--- config.mk ---
export PLATFORM = sky130hd
export DESIGN_NAME = mdio_c45_slave
export DESIGN_NICKNAME = d
export VERILOG_FILES = /design/src/rtl/mdio_c45_pkg.sv /design/src/rtl/mdio_c45_sync.sv /design/src/rtl/mdio_c45_dp.sv /design/src/rtl/mdio_c45_ctrl.sv /design/src/rtl/mdio_c45_slave.sv
export SDC_FILE = /design/constraint.sdc
export NUM_CORES = 1
export LEC_CHECK = 0
export BUFFER_PORTS_ARGS = -buffer_cell sky130_fd_sc_hd__buf_2
export CAP_MARGIN = 25
export CORE_ASPECT_RATIO = 1.4
export CORE_MARGIN = 4
export CORE_UTILIZATION = 50
export DETAILED_ROUTE_END_ITERATION = 8
export PLACE_DENSITY = 0.8
export SLEW_MARGIN = 20
export SYNTH_ARGS = -nofsm -noshare
export SYNTH_HDL_FRONTEND = slang
export SYNTH_SLANG_ARGS = --single-unit
--- constraint.sdc ---
create_clock -name clk -period 3.2 [get_ports clk]
set_input_delay 0.64 -clock clk [delete_from_list [all_inputs] [get_ports clk]]
set_output_delay 0.64 -clock clk [all_outputs]
set_load 0.02 [all_outputs]
--- src/rtl/mdio_c45_pkg.sv ---
`timescale 1ns/1ps
package mdio_c45_pkg;

  typedef enum logic [1:0] {
    OP_ADDR  = 2'b00,
    OP_WRITE = 2'b01,
    OP_PRIA  = 2'b10,
    OP_READ  = 2'b11
  } mdioOp_e;

  // strobes from control to datapath, all valid for one clk
  typedef struct packed {
    logic hdrClr;     // new frame body starts
    logic addrLoad;   // load pointer from payload
    logic addrInc;    // step pointer
    logic wrPulse;    // issue host write
    logic rdOpen;     // window in which rdValid is accepted
    logic txLoad;     // start driving: turnaround zero
    logic txStep;     // launch next data bit
    logic txRelease;  // stop driving
  } dpStrobe_t;

endpackage

--- src/rtl/mdio_c45_sync.sv ---
`timescale 1ns/1ps
module mdio_c45_sync #(
  parameter int STAGES = 2,
  parameter int W = 2,
  parameter logic [W-1:0] RST_VAL = '0
) (
  input  logic         clk,
  input  logic         rstN,
  input  logic [W-1:0] d,
  output logic [W-1:0] q
);

  logic [STAGES-1:0][W-1:0] pipe;

  always_ff @(posedge clk) begin
    if (!rstN) begin
      for (int i = 0; i < STAGES; i++) pipe[i] <= RST_VAL;
    end else begin
      pipe[0] <= d;
      for (int i = 1; i < STAGES; i++) pipe[i] <= pipe[i-1];
    end
  end

  assign q = pipe[STAGES-1];

endmodule

--- src/rtl/mdio_c45_dp.sv ---
`timescale 1ns/1ps
module mdio_c45_dp
  import mdio_c45_pkg::*;
#(
  parameter int DATA_W = 16,
  parameter int PORT_W = 5,
  parameter int DEV_W = 5,
  parameter int SYNC_STAGES = 2
) (
  input  logic              clk,
  input  logic              rstN,
  input  logic              mdc,
  input  logic              mdioIn,
  input  logic [PORT_W-1:0] cfgPort,
  input  logic [DEV_W-1:0]  cfgDev,
  input  logic [DATA_W-1:0] rdData,
  input  logic              rdValid,
  input  dpStrobe_t         strb,
  output logic              mdcRise,
  output logic              bitIn,
  output logic [1:0]        hdrOp,
  output logic              hdrMatch,
  output logic              rdHave,
  output logic [DATA_W-1:0] regAddr,
  output logic [DATA_W-1:0] wrData,
  output logic              wrStrobe,
  output logic              mdioOut,
  output logic              mdioOe
);

  localparam int ADR_W = PORT_W + DEV_W;
  localparam int HDR_W = 2 + ADR_W;

  logic [1:0]        syncQ;
  logic              mdcS;
  logic              mdcPrev;
  logic [DATA_W-1:0] rxShift;
  logic [DATA_W-1:0] payload;
  logic [HDR_W-1:0]  hdrNext;
  logic [DATA_W-1:0] rdHold;
  logic [DATA_W-1:0] txReg;

  mdio_c45_sync #(
    .STAGES (SYNC_STAGES),
    .W      (2),
    .RST_VAL(2'b10)
  ) u_sync (
    .clk (clk),
    .rstN(rstN),
    .d   ({mdioIn, mdc}),
    .q   (syncQ)
  );

  assign mdcS    = syncQ[0];
  assign bitIn   = syncQ[1];
  assign mdcRise = mdcS & ~mdcPrev;

  // view of the shift register including the bit arriving now
  assign payload  = {rxShift[DATA_W-2:0], bitIn};
  assign hdrNext  = payload[HDR_W-1:0];
  assign hdrOp    = hdrNext[HDR_W-1 -: 2];
  assign hdrMatch = (hdrNext[ADR_W-1:DEV_W] == cfgPort) &&
                    (hdrNext[DEV_W-1:0] == cfgDev);

  always_ff @(posedge clk) begin
    if (!rstN) begin
      mdcPrev <= 1'b0;
      rxShift <= '0;
    end else begin
      mdcPrev <= mdcS;
      if (mdcRise) rxShift <= payload;
    end
  end

  // register pointer and host write port
  always_ff @(posedge clk) begin
    if (!rstN) begin
      regAddr  <= '0;
      wrData   <= '0;
      wrStrobe <= 1'b0;
    end else begin
      wrStrobe <= strb.wrPulse;
      if (strb.wrPulse) wrData <= payload;
      if (strb.addrLoad)     regAddr <= payload;
      else if (strb.addrInc) regAddr <= regAddr + 1'b1;
    end
  end

  // read word capture
  always_ff @(posedge clk) begin
    if (!rstN) begin
      rdHave <= 1'b0;
      rdHold <= '0;
    end else if (strb.hdrClr) begin
      rdHave <= 1'b0;
    end else if (strb.rdOpen && rdValid) begin
      rdHave <= 1'b1;
      rdHold <= rdData;
    end
  end

  // line driver, launched just after the synchronised rising edge
  always_ff @(posedge clk) begin
    if (!rstN) begin
      mdioOe  <= 1'b0;
      mdioOut <= 1'b0;
      txReg   <= '0;
    end else if (strb.txLoad) begin
      mdioOe  <= 1'b1;
      mdioOut <= 1'b0;
      txReg   <= rdHold;
    end else if (strb.txRelease) begin
      mdioOe  <= 1'b0;
      mdioOut <= 1'b0;
    end else if (strb.txStep) begin
      mdioOut <= txReg[DATA_W-1];
      txReg   <= {txReg[DATA_W-2:0], 1'b0};
    end
  end

endmodule

--- src/rtl/mdio_c45_ctrl.sv ---
`timescale 1ns/1ps
module mdio_c45_ctrl
  import mdio_c45_pkg::*;
#(
  parameter int DATA_W = 16,
  parameter int HDR_LEN = 12,
  parameter int PRE_LEN = 32
) (
  input  logic       clk,
  input  logic       rstN,
  input  logic       mdcRise,
  input  logic       bitIn,
  input  logic [1:0] hdrOp,
  input  logic       hdrMatch,
  input  logic       rdHave,
  output dpStrobe_t  strb,
  output logic       matchEvt,
  output logic       frameEvt,
  output logic       rdReq
);

  localparam int TA_LEN   = 2;
  localparam int SKIP_LEN = TA_LEN + DATA_W;
  localparam int MAX_CNT  = (PRE_LEN > SKIP_LEN) ? PRE_LEN : SKIP_LEN;
  localparam int CNT_W    = $clog2(MAX_CNT + 1);
  localparam logic [CNT_W-1:0] C_PRE  = CNT_W'(PRE_LEN);
  localparam logic [CNT_W-1:0] C_HDR  = CNT_W'(HDR_LEN - 1);
  localparam logic [CNT_W-1:0] C_DATA = CNT_W'(DATA_W - 1);
  localparam logic [CNT_W-1:0] C_SKIP = CNT_W'(SKIP_LEN - 1);

  typedef enum logic [2:0] {
    S_PRE, S_ST2, S_HDR, S_TA, S_DATA, S_SKIP
  } state_e;

  state_e     state, nState;
  logic [CNT_W-1:0] cnt, nCnt;
  mdioOp_e    opReg, nOp;
  logic       txOn, nTxOn;
  logic       matchHit, frameDone, readAsk;

  always_comb begin
    nState    = state;
    nCnt      = cnt;
    nOp       = opReg;
    nTxOn     = txOn;
    strb      = '0;
    matchHit  = 1'b0;
    frameDone = 1'b0;
    readAsk   = 1'b0;
    strb.rdOpen = (state == S_TA) && (cnt == '0) && opReg[1];
    if (mdcRise) begin
      unique case (state)
        S_PRE: begin
          if (bitIn) begin
            if (cnt != C_PRE) nCnt = cnt + 1'b1;
          end else if (cnt == C_PRE) begin
            nState = S_ST2;
            nCnt   = '0;
          end else begin
            nCnt = '0;
          end
        end
        S_ST2: begin
          nCnt = '0;
          if (!bitIn) begin
            nState      = S_HDR;
            nTxOn       = 1'b0;
            strb.hdrClr = 1'b1;
          end else begin
            nState = S_PRE;
          end
        end
        S_HDR: begin
          if (cnt == C_HDR) begin
            nCnt = '0;
            if (hdrMatch) begin
              nState   = S_TA;
              nOp      = mdioOp_e'(hdrOp);
              matchHit = 1'b1;
              readAsk  = hdrOp[1];
            end else begin
              nState = S_SKIP;
            end
          end else begin
            nCnt = cnt + 1'b1;
          end
        end
        S_TA: begin
          if (cnt == '0) begin
            nCnt = cnt + 1'b1;
            if (opReg[1] && rdHave) begin
              strb.txLoad = 1'b1;
              nTxOn       = 1'b1;
            end
          end else begin
            nCnt   = '0;
            nState = S_DATA;
            strb.txStep = txOn;
          end
        end
        S_DATA: begin
          if (cnt == C_DATA) begin
            nCnt      = '0;
            nState    = S_PRE;
            frameDone = 1'b1;
            strb.txRelease = txOn;
            unique case (opReg)
              OP_ADDR:  strb.addrLoad = 1'b1;
              OP_WRITE: strb.wrPulse  = 1'b1;
              OP_PRIA:  strb.addrInc  = txOn;
              OP_READ:  ;
            endcase
          end else begin
            nCnt = cnt + 1'b1;
            strb.txStep = txOn;
          end
        end
        S_SKIP: begin
          if (cnt == C_SKIP) begin
            nCnt   = '0;
            nState = S_PRE;
          end else begin
            nCnt = cnt + 1'b1;
          end
        end
        default: begin
          nCnt   = '0;
          nState = S_PRE;
        end
      endcase
    end
  end

  always_ff @(posedge clk) begin
    if (!rstN) begin
      state    <= S_PRE;
      cnt      <= '0;
      opReg    <= OP_ADDR;
      txOn     <= 1'b0;
      matchEvt <= 1'b0;
      frameEvt <= 1'b0;
      rdReq    <= 1'b0;
    end else begin
      state    <= nState;
      cnt      <= nCnt;
      opReg    <= nOp;
      txOn     <= nTxOn;
      matchEvt <= matchHit;
      frameEvt <= frameDone;
      rdReq    <= readAsk;
    end
  end

endmodule

--- src/rtl/mdio_c45_slave.sv ---
`timescale 1ns/1ps
module mdio_c45_slave
  import mdio_c45_pkg::*;
#(
  parameter int DATA_W = 16,
  parameter int PORT_W = 5,
  parameter int DEV_W = 5,
  parameter int PRE_LEN = 32,
  parameter int SYNC_STAGES = 2
) (
  input  logic              clk,
  input  logic              rstN,
  input  logic              mdc,
  input  logic              mdioIn,
  output logic              mdioOut,
  output logic              mdioOe,
  input  logic [PORT_W-1:0] cfgPortAddr,
  input  logic [DEV_W-1:0]  cfgDevAddr,
  output logic [DATA_W-1:0] regAddr,
  output logic              wrStrobe,
  output logic [DATA_W-1:0] wrData,
  output logic              rdReq,
  input  logic [DATA_W-1:0] rdData,
  input  logic              rdValid,
  output logic              matchEvt,
  output logic              frameEvt
);

  localparam int HDR_LEN = 2 + PORT_W + DEV_W;

  dpStrobe_t  strb;
  logic       mdcRise;
  logic       bitIn;
  logic [1:0] hdrOp;
  logic       hdrMatch;
  logic       rdHave;

  mdio_c45_ctrl #(
    .DATA_W (DATA_W),
    .HDR_LEN(HDR_LEN),
    .PRE_LEN(PRE_LEN)
  ) u_ctrl (
    .clk     (clk),
    .rstN    (rstN),
    .mdcRise (mdcRise),
    .bitIn   (bitIn),
    .hdrOp   (hdrOp),
    .hdrMatch(hdrMatch),
    .rdHave  (rdHave),
    .strb    (strb),
    .matchEvt(matchEvt),
    .frameEvt(frameEvt),
    .rdReq   (rdReq)
  );

  mdio_c45_dp #(
    .DATA_W     (DATA_W),
    .PORT_W     (PORT_W),
    .DEV_W      (DEV_W),
    .SYNC_STAGES(SYNC_STAGES)
  ) u_dp (
    .clk     (clk),
    .rstN    (rstN),
    .mdc     (mdc),
    .mdioIn  (mdioIn),
    .cfgPort (cfgPortAddr),
    .cfgDev  (cfgDevAddr),
    .rdData  (rdData),
    .rdValid (rdValid),
    .strb    (strb),
    .mdcRise (mdcRise),
    .bitIn   (bitIn),
    .hdrOp   (hdrOp),
    .hdrMatch(hdrMatch),
    .rdHave  (rdHave),
    .regAddr (regAddr),
    .wrData  (wrData),
    .wrStrobe(wrStrobe),
    .mdioOut (mdioOut),
    .mdioOe  (mdioOe)
  );

endmodule

## Word-level counts from Yosys, hierarchy flattened

Cells that the tools add are included.

- Flip-flop bits (word level): 103
- Input bits: 31

- Bitwise logic cells: 4
- Equality and inequality tests: 25
- Add/subtract/negate cells: 2
- Reductions and logical operators: 23
- Multiplexer cells: 46

Operators with widths:

| kind | number |
|---|---|
| 16-bit two-way mux | 5 |
| 6-bit two-way mux | 6 |
| 3-bit two-way mux | 10 |
| 6-bit case mux with 5 select lines | 1 |
| 1-bit two-way mux | 19 |
| 3-bit case mux with 6 select lines | 1 |
| 16-bit by 1-bit adder with 16-bit output, second input constant | 1 |
| 6-bit by 4-bit == test with 1-bit output, second input constant | 2 |
| 5-bit == test | 2 |
| 2-bit by 1-bit inequality test with 1-bit output, second input constant | 5 |
| 2-bit inequality test, second input constant | 5 |
| 5-bit AND reduction | 2 |
| 4-bit AND reduction | 2 |
| 2-bit nonzero test | 4 |
| 7-bit AND reduction | 1 |
| 6-bit by 1-bit adder with 6-bit output, second input constant | 1 |
| 3-bit by 2-bit == test with 1-bit output, second input constant | 2 |
| 3-bit == test, second input constant | 2 |
| 6-bit by 5-bit == test with 1-bit output, second input constant | 1 |
| 6-bit == test, second input constant | 1 |
| 6-bit zero test | 1 |
| 6-bit inequality test, second input constant | 1 |
| 2-bit AND reduction | 3 |
| 1-bit logical AND | 5 |
| other kinds (14) | 17 |

## Depth between registers and ports, before layout

Gate-level depths: netlist (run 1).

- Depth in word-level cells: 8
- Depth in mapped cells: 9

## By module

From an unflattened synthesis (run 1), not the netlist that was laid out.

- Cell total of the unflattened synthesis: 541
- Area total of the unflattened synthesis: 4803.4 µm²

Modules (own cells, without submodules):

| module | area each (µm²) | cells an instance | times used | seq. area each (µm²) |
|---|---|---|---|---|
| mdio_c45_dp | 3703.6 | 415 | 1 | 1681.6 |
| mdio_c45_ctrl | 979.7 | 116 | 1 | 300.3 |
| mdio_c45_sync | 120.1 | 10 | 1 | 80.1 |

## Least setup slack after synthesis (run 1)

Ideal clock, no wire load.

- Kind: flip-flop to flip-flop
- Start: reg u_dp.regAddr[0]
- End: reg u_dp.regAddr[12]
- Required time: 3.080 ns
- Setup slack: 1.181 ns
- Stages on the path, launching flop included: 7
- Data arrival time: 1.899 ns
- Path through: dfxtp_1 ha_1 nand3_1 nor4_2 nand3_1 o211a_1 o31a_1

- Longest elaborated chain between the ends: 3

Ends and longest elaborated chain:

| element | RTL line | text |
|---|---|---|
| start, declared | mdio_c45_dp.sv:24 | `output logic [DATA_W-1:0] regAddr,` |
| start signal, assigned | mdio_c45_dp.sv:84 | `if (strb.addrLoad) regAddr <= payload;` |
| start signal, assigned | mdio_c45_dp.sv:85 | `else if (strb.addrInc) regAddr <= regAddr + 1'b1;` |
| 16-bit by 1-bit adder with 16-bit output | mdio_c45_dp.sv:85 |  |
| 16-bit two-way mux | mdio_c45_dp.sv:85 |  |
| 16-bit two-way mux | mdio_c45_dp.sv:84 |  |

No other way between the ends. The select of a mux whose other input is x is not followed.
A chain may end at the register's enable or synchronous reset.

## Worst setup path after layout (run 1)

- Start: reg u_ctrl.cnt[0]
- End: reg u_dp.regAddr[11]

- Longest elaborated chain between the ends: 5
- Elaborated cells on any way between the ends: 6
- Classes of those cells: 1 x eq/ne; 4 x mux; 1 x reduce/logical

Ends and longest elaborated chain:

| element | RTL line | text |
|---|---|---|
| start, declared | mdio_c45_ctrl.sv:36 | `logic [CNT_W-1:0] cnt, nCnt;` |
| start signal, assigned | mdio_c45_ctrl.sv:145 | `cnt <= nCnt;` |
| 6-bit by 4-bit == test with 1-bit output * | mdio_c45_ctrl.sv:102 | `if (cnt == C_DATA) begin` |
| 3-bit two-way mux * | mdio_c45_ctrl.sv:102 |  |
| 3-bit two-way mux * | mdio_c45_ctrl.sv:52 | `unique case (state)` |
| 4-bit two-way mux * | mdio_c45_ctrl.sv:51 | `if (mdcRise) begin` |
| 16-bit two-way mux / 2-bit nonzero test (equally long branches) | -- |  |

Every way passes the cells marked *; elsewhere a longest branch is shown, timed or not.

==> impl_metrics.yaml, run 1 <==
outcome:
  status: "finished clean"
power_and_ir_drop:
  powerDensity_nw_per_um2: 474
  switching_power_w: 0.000514
  seqPwrFrac_pct: 50.9
  p_clk_share_pct: 46.0
  power.leakage_nw: 1.97
  vdd_drop_max_v: 0.000281
  intPower_w: 0.00202
  power_frac_comb_pct: 3.1
  p_sw_share_pct: 20.3
hold_path:
  min_path_type: "flop to flop"
  hp-start: "u_dp.u_sync.pipe[1]$_SDFF_PN1_"
grt:
  grt_pass1_wl_mm: 17.8
  grt_pass1_vias: 3935
  antenna_found_initial: 0
  grt_max_degree: 59
  grt_overflow: 0
  grt_util_all_layers_pct: 20.3
cts:
  htreeDepth: 3
  cts_hold_buf: 0
  cts_buffers: 9
  cts_tree: "yes"
  cts_root_buf: "clkbuf_16"
  path_clk_slew_ns: 0.07
  clock_latency_ns: 0.34
  clock-sinks: 103
  cts_resized: 0
  clock_path_buffers: 2
  cts_post_setup_buffers_inserted: 0
synthesis:
  netlist.area_leader.share_pct: 44.1
  ys_types: 64
  ys_ff_latch: 103
  synth_flop_cell: "dfxtp_1"
  yosys_warnings: 0
  postSynthAreaPerCell_sq_um: 8.73
  yosys.cell_count.top_type: "dfxtp_1"
  synth_top_area_cell: "dfxtp_1"
  synthTopCellsByCount: "dfxtp_1, a21oi_1, nand2_1"
  syn_nets: 570
  syn-cell-area_sq_um: 4670
  synth-async-reset-ratio_pct: 0
  yosys-top-cells-area: "dfxtp_1, mux2i_1, a21oi_1"
  synthCells: 535
  seq_area_frac_synth_pct: 44.1
  synth-edff-count: 0
timing:
  relSlewSlack_pct: 36.5
  hold_slack_ns: 0.407
  setup_violations: 0
  setup_tns_ns: 0
  tightest_slew_ns: 0.947
  rsz0062_at_grt: "false"
  finalCritPeriodShare_pct: 79.8
  timing.fmax_ghz: 0.392
  slew_viol_final: 0
  layout_min_cycle_time_ns: 2.55
  skew_ns: 0.00631
  final_hold_viol_count: 0
die:
  core.rowCount: 41
  ios: 69
  initial_core_util_pct: 51.4
  die_w_microns: 89.7
  die-area_sq_um: 11000
  die_h_microns: 122
  core_area_sq_um: 9080
setup_path:
  crit_arrival_ns: 2.82
  worstPathRequired_ns: 3.47
  critPathLaunch: "u_ctrl.cnt[0]$_SDFFE_PN0P_"
  r2r_start: "u_ctrl.cnt[0]$_SDFFE_PN0P_"
  worstSetupPathType: "flop to flop"
  path_max_fanout: 18
  start_kind: "flop"
  end_kind: "flop"
drt:
  num_vias: 4130
  routedWlPerCell_microns: 15.5
  drt_pass1_iterations: 5
  routed_wl_mm: 10.8
  drc_errors: 0
  ant_nets: 0
  via_per_inst: 5.91
  drt_iter0_markers: 191
finish:
  stdcell_area_sq_um: 5350
  drive_above_1_share_pct: 18.1
  diodes: 0
  area_delta_synth_final_pct: 14.6
  nNetsFinal: 623
placement:
  post_dp_cell_area_sq_um: 5010
  dp_hpwl_mm: 7.59
  place_congestion: 0.857
  portBuffers: 68
flow_run:
  drv_cap: 0
state kept, by name, indices dropped and copies added (netlist names), 2 cells and up:
name,cells
u_dp.regAddr,16
u_dp.rxShift,15
u_dp.u_sync.pipe,2
u_ctrl.cnt,6
u_dp.txReg,16
u_dp.u_sync.q,2
u_dp.wrData,16
u_ctrl.opReg,2
u_dp.rdHold,16
u_ctrl.state,3
cell families (layout without fill, tap and decap cells):
group	Yosys count	after routing	share of synthesized area, %
compound gates	133	133	17.5
mux	35	35	7.50
simple gates	199	199	22.1
buf+inv	47	104	5.04
fa+ha+maj	4	4	1.07
xor+xnor	14	14	2.63
flops	103	103	44.1
critical path: stages (launching register included):
cell     delay (ns)
dfxtp_1        0.42
ha_1           0.24
nor3b_2        0.42
nand4_4        0.39
nor3_4         0.59
a22oi_1        0.20
a21oi_1        0.21
through the flow:
| stage | util (%) | power (W) | worst slack, ns | cells |
|---|---|---|---|---|
| 3_5_place_dp | 55.2 | 0.00140 | 0.699 | 683 |
| 6_report | 58.9 | 0.00254 | 0.646 | 699 |
| 2_1_floorplan | - | 0.00136 | 1.18 | 535 |
| 3_3_place_gp | 55.2 | 0.00139 | 0.819 | 683 |
| 5_1_grt | 58.9 | 0.00261 | 0.477 | 699 |
| 4_1_cts | 58.7 | 0.00255 | 0.693 | 698 |
final cells by class:
type / count / area, sq um
fillers: 772 / 3730
repair buffers: 76 / 413
flip-flops and latches: 103 / 2060
inverters: 13 / 48.8
clock buffers: 10 / 239
multi-input cells: 385 / 2370
well taps: 107 / 134
clock inverters: 5 / 81.3
power groups by stage:
stage	clock, W	sequential [W]	combinational, W
3_5_place_dp	0	0.00132	0.0000757
2_1_floorplan	0	0.00132	0.0000459
3_3_place_gp	0	0.00132	0.0000729
4_1_cts	0.00118	0.00129	0.0000759
5_1_grt	0.00123	0.00129	0.0000883
6_report	0.00117	0.00129	0.0000788
per-layer routing:
layer,track usage [%],vias up,wire length [microns]
met2,34.5,151,5450
met1,24.3,1950,4500
met3,4.23,24,610
met5,0,-,0
li1,-,2005,-
met4,8.94,0,275
placed cells by master (no fill, tap or decap), drive strengths merged, types with 2 or more instances in the layout:
cell / instances
a32oi: 5
nor2b: 5
nor2: 52
a2111oi: 2
bufinv: 2
nor4b: 2
nor3b: 6
a22oi: 7
ha: 4
xor2: 12
nand4: 5
mux2i: 35
nand2: 60
nand3b: 3
nor3: 17
o21ai: 30
nand2b: 5
buf: 76
and3: 7
and4: 3
xnor2: 2
o21a: 3
nand3: 15
nor4: 7
a31oi: 7
a21oi: 60
dfxtp: 103
clkbuf: 10
or3: 2
a311oi: 2
a211oi: 4
and2: 7
inv: 14
worst paths after layout:
| check | endpoint | depth (start not counted) | slack, ns |
|---|---|---|---|
| max | u_dp.regAddr[11]$_SDFFE_PN0P_ | 6 | 0.65 |
| min | u_dp.u_sync.q[1]$_SDFF_PN1_ | 1 | 0.41 |
| max reg2reg | u_dp.regAddr[11]$_SDFFE_PN0P_ | 6 | 0.65 |
| min reg2reg | u_dp.u_sync.q[1]$_SDFF_PN1_ | 1 | 0.41 |
(Power assumes the default switching activity.)
==> run 2, diff against run 1 <==
==> constraint.sdc (replaced) <==
create_clock -name clk -period 2.6 [get_ports clk]
set_input_delay 0.52 -clock clk [delete_from_list [all_inputs] [get_ports clk]]
set_output_delay 0.52 -clock clk [all_outputs]
set_load 0.02 [all_outputs]
==> impl_metrics.yaml, run 2 (same netlist as run 1, synthesis figures left out) <==
grt:
  top_usage_layer: "met2"
  grt_pass1_wl_mm: 18.5
  grt_pass1_vias: 3929
  globalRouteMet1Util_pct: 25.2
  grt_util_all_layers_pct: 21.2
  met3_usage_pct: 3.96
  grt_overflow: 0
  grt_max_degree: 39
  use_met2_pct: 37.4
  antenna_found_initial: 0
cts:
  cts_post_setup_buffers_inserted: 0
  cts_tree: "yes"
  clock-sinks: 103
  clock_latency_ns: 0.35
  cts_buffers: 9
  cts_root_buf: "clkbuf_16"
  htreeDepth: 3
  cts_hold_buf: 0
  path_clk_slew_ns: 0.07
  cts_resized: 0
  clock_path_buffers: 2
power_and_ir_drop:
  power_frac_comb_pct: 3.1
  vdd_drop_max_v: 0.000411
  powerDensity_nw_per_um2: 584
  p_total_w: 0.00316
  p_sw_share_pct: 20.9
  p_clk_share_pct: 46.7
  intPower_w: 0.00250
  seqPwrFrac_pct: 50.2
  switching_power_w: 0.000663
  power.leakage_nw: 2.01
setup_path:
  crit_arrival_ns: 2.51
  crit_path_top_delay_cell: "dfxtp_1"
  worstPathCellList: "ha_1, nor3b_2, and4_4, o21ai_1, o21a_1, o21a_1"
  worstSetupPathType: "flop to flop"
  worstPathRequired_ns: 2.85
  critPathTopFamily: "compound AO/OA/AOI/OAI gates"
  path_buf_inv: 0
  crit_top_cell: "o21a_1"
  slowest_delay_ns: 0.42
  end_kind: "flop"
  path_max_fanout: 14
  start_kind: "flop"
placement:
  place_congestion: 0.848
  dp_hpwl_mm: 7.81
  portBuffers: 68
drt:
  routed_wl_mm: 11.2
  num_vias: 4119
  drt_pass1_iterations: 5
  routedWlPerCell_microns: 15.8
  drc_errors: 0
  drt_iter0_markers: 239
  ant_nets: 0
  via_per_inst: 5.81
finish:
  nNetsFinal: 632
  diodes: 0
  area_delta_synth_final_pct: 16.0
  mostFrequentLayoutCells: "dfxtp_1, buf_2, nand2_1, a21oi_1, nor2_1"
  drive_above_1_share_pct: 19.3
  final_common_cell: "dfxtp_1"
flow_run:
  drv_cap: 0
die:
  core_area_sq_um: 9080
  die_w_microns: 89.7
  ios: 69
  die-area_sq_um: 11000
  initial_core_util_pct: 51.4
  die_h_microns: 122
  core.rowCount: 41
timing:
  setup_violations: 0
  tightest_slew_ns: 0.853
  layout_min_cycle_time_ns: 2.27
  setup_tns_ns: 0
  slew_viol_final: 0
  final_hold_viol_count: 0
  skew_ns: 0.0118
  relSlewSlack_pct: 42.7
  finalCritPeriodShare_pct: 87.2
  timing.fmax_ghz: 0.441
  rsz0062_at_grt: "false"
hold_path:
  min_path_type: "input pin to flop"
outcome:
  status: "finished clean"
-- run 2: changes by cell type in the layout (fill, tap and decap cells not counted) --
cell,before,now
clkbuf_1,0,1
inv_8,0,1
clkinv_2,1,0
buf_4,7,17
buf_12,1,0
-- run 2: metrics by stage --
step	cells	instance area [sq um]	utilization (%)	hold WS, ns	setup slack, ns
2_1_floorplan	535	4670	-	0.386	0.581
3_3_place_gp	693	5090	56.0	0.397	0.379
3_5_place_dp	693	5090	56.0	0.396	0.346
4_1_cts	709	5420	59.7	0.350	0.337
5_1_grt	709	5420	59.7	0.368	0.166
6_report	709	5420	59.7	0.352	0.332
-- run 2: path summary, 6_finish.rpt --
kind / start / endpoint / slack [ns] / cells past startpoint
worst min register to register: u_dp.u_sync.pipe[1]$_SDFF_PN1_ / u_dp.u_sync.q[1]$_SDFF_PN1_ / 0.41 / 1
worst max-delay path: u_ctrl.cnt[0]$_SDFFE_PN0P_ / u_dp.regAddr[13]$_SDFFE_PN0P_ / 0.33 / 6
worst max register to register: u_ctrl.cnt[0]$_SDFFE_PN0P_ / u_dp.regAddr[13]$_SDFFE_PN0P_ / 0.33 / 6
worst min-delay path: mdioIn / u_dp.u_sync.pipe[1]$_SDFF_PN1_ / 0.35 / 2
-- run 2: cell type report --
class                           instances  area, sq um
Tap cell                              107          134
Clock buffer                           11          243
Fill cell                             790         3660
Multi-Input combinational cell        385         2370
Clock inverter                          5         87.6
Sequential cell                       103         2060
Timing Repair Buffer                   85          468
Inverter                               13         48.8
-- run 2: power by group through the flow --
stage	clock, W	sequential, W	combinational, W
2_1_floorplan	0	0.00162	0.0000565
3_5_place_dp	0	0.00162	0.0000969
6_report	0.00148	0.00159	0.0000970
4_1_cts	0.00149	0.00159	0.0000970
3_3_place_gp	0	0.00162	0.0000949
5_1_grt	0.00156	0.00159	0.000108
-- run 2: layer usage --
| metal | up-vias | wire [microns] |
|---|---|---|
| li1 | 2026 | - |
| met1 | 1948 | 4630 |
| met2 | 133 | 5870 |
| met3 | 12 | 528 |
| met4 | 0 | 152 |
| met5 | - | 0 |
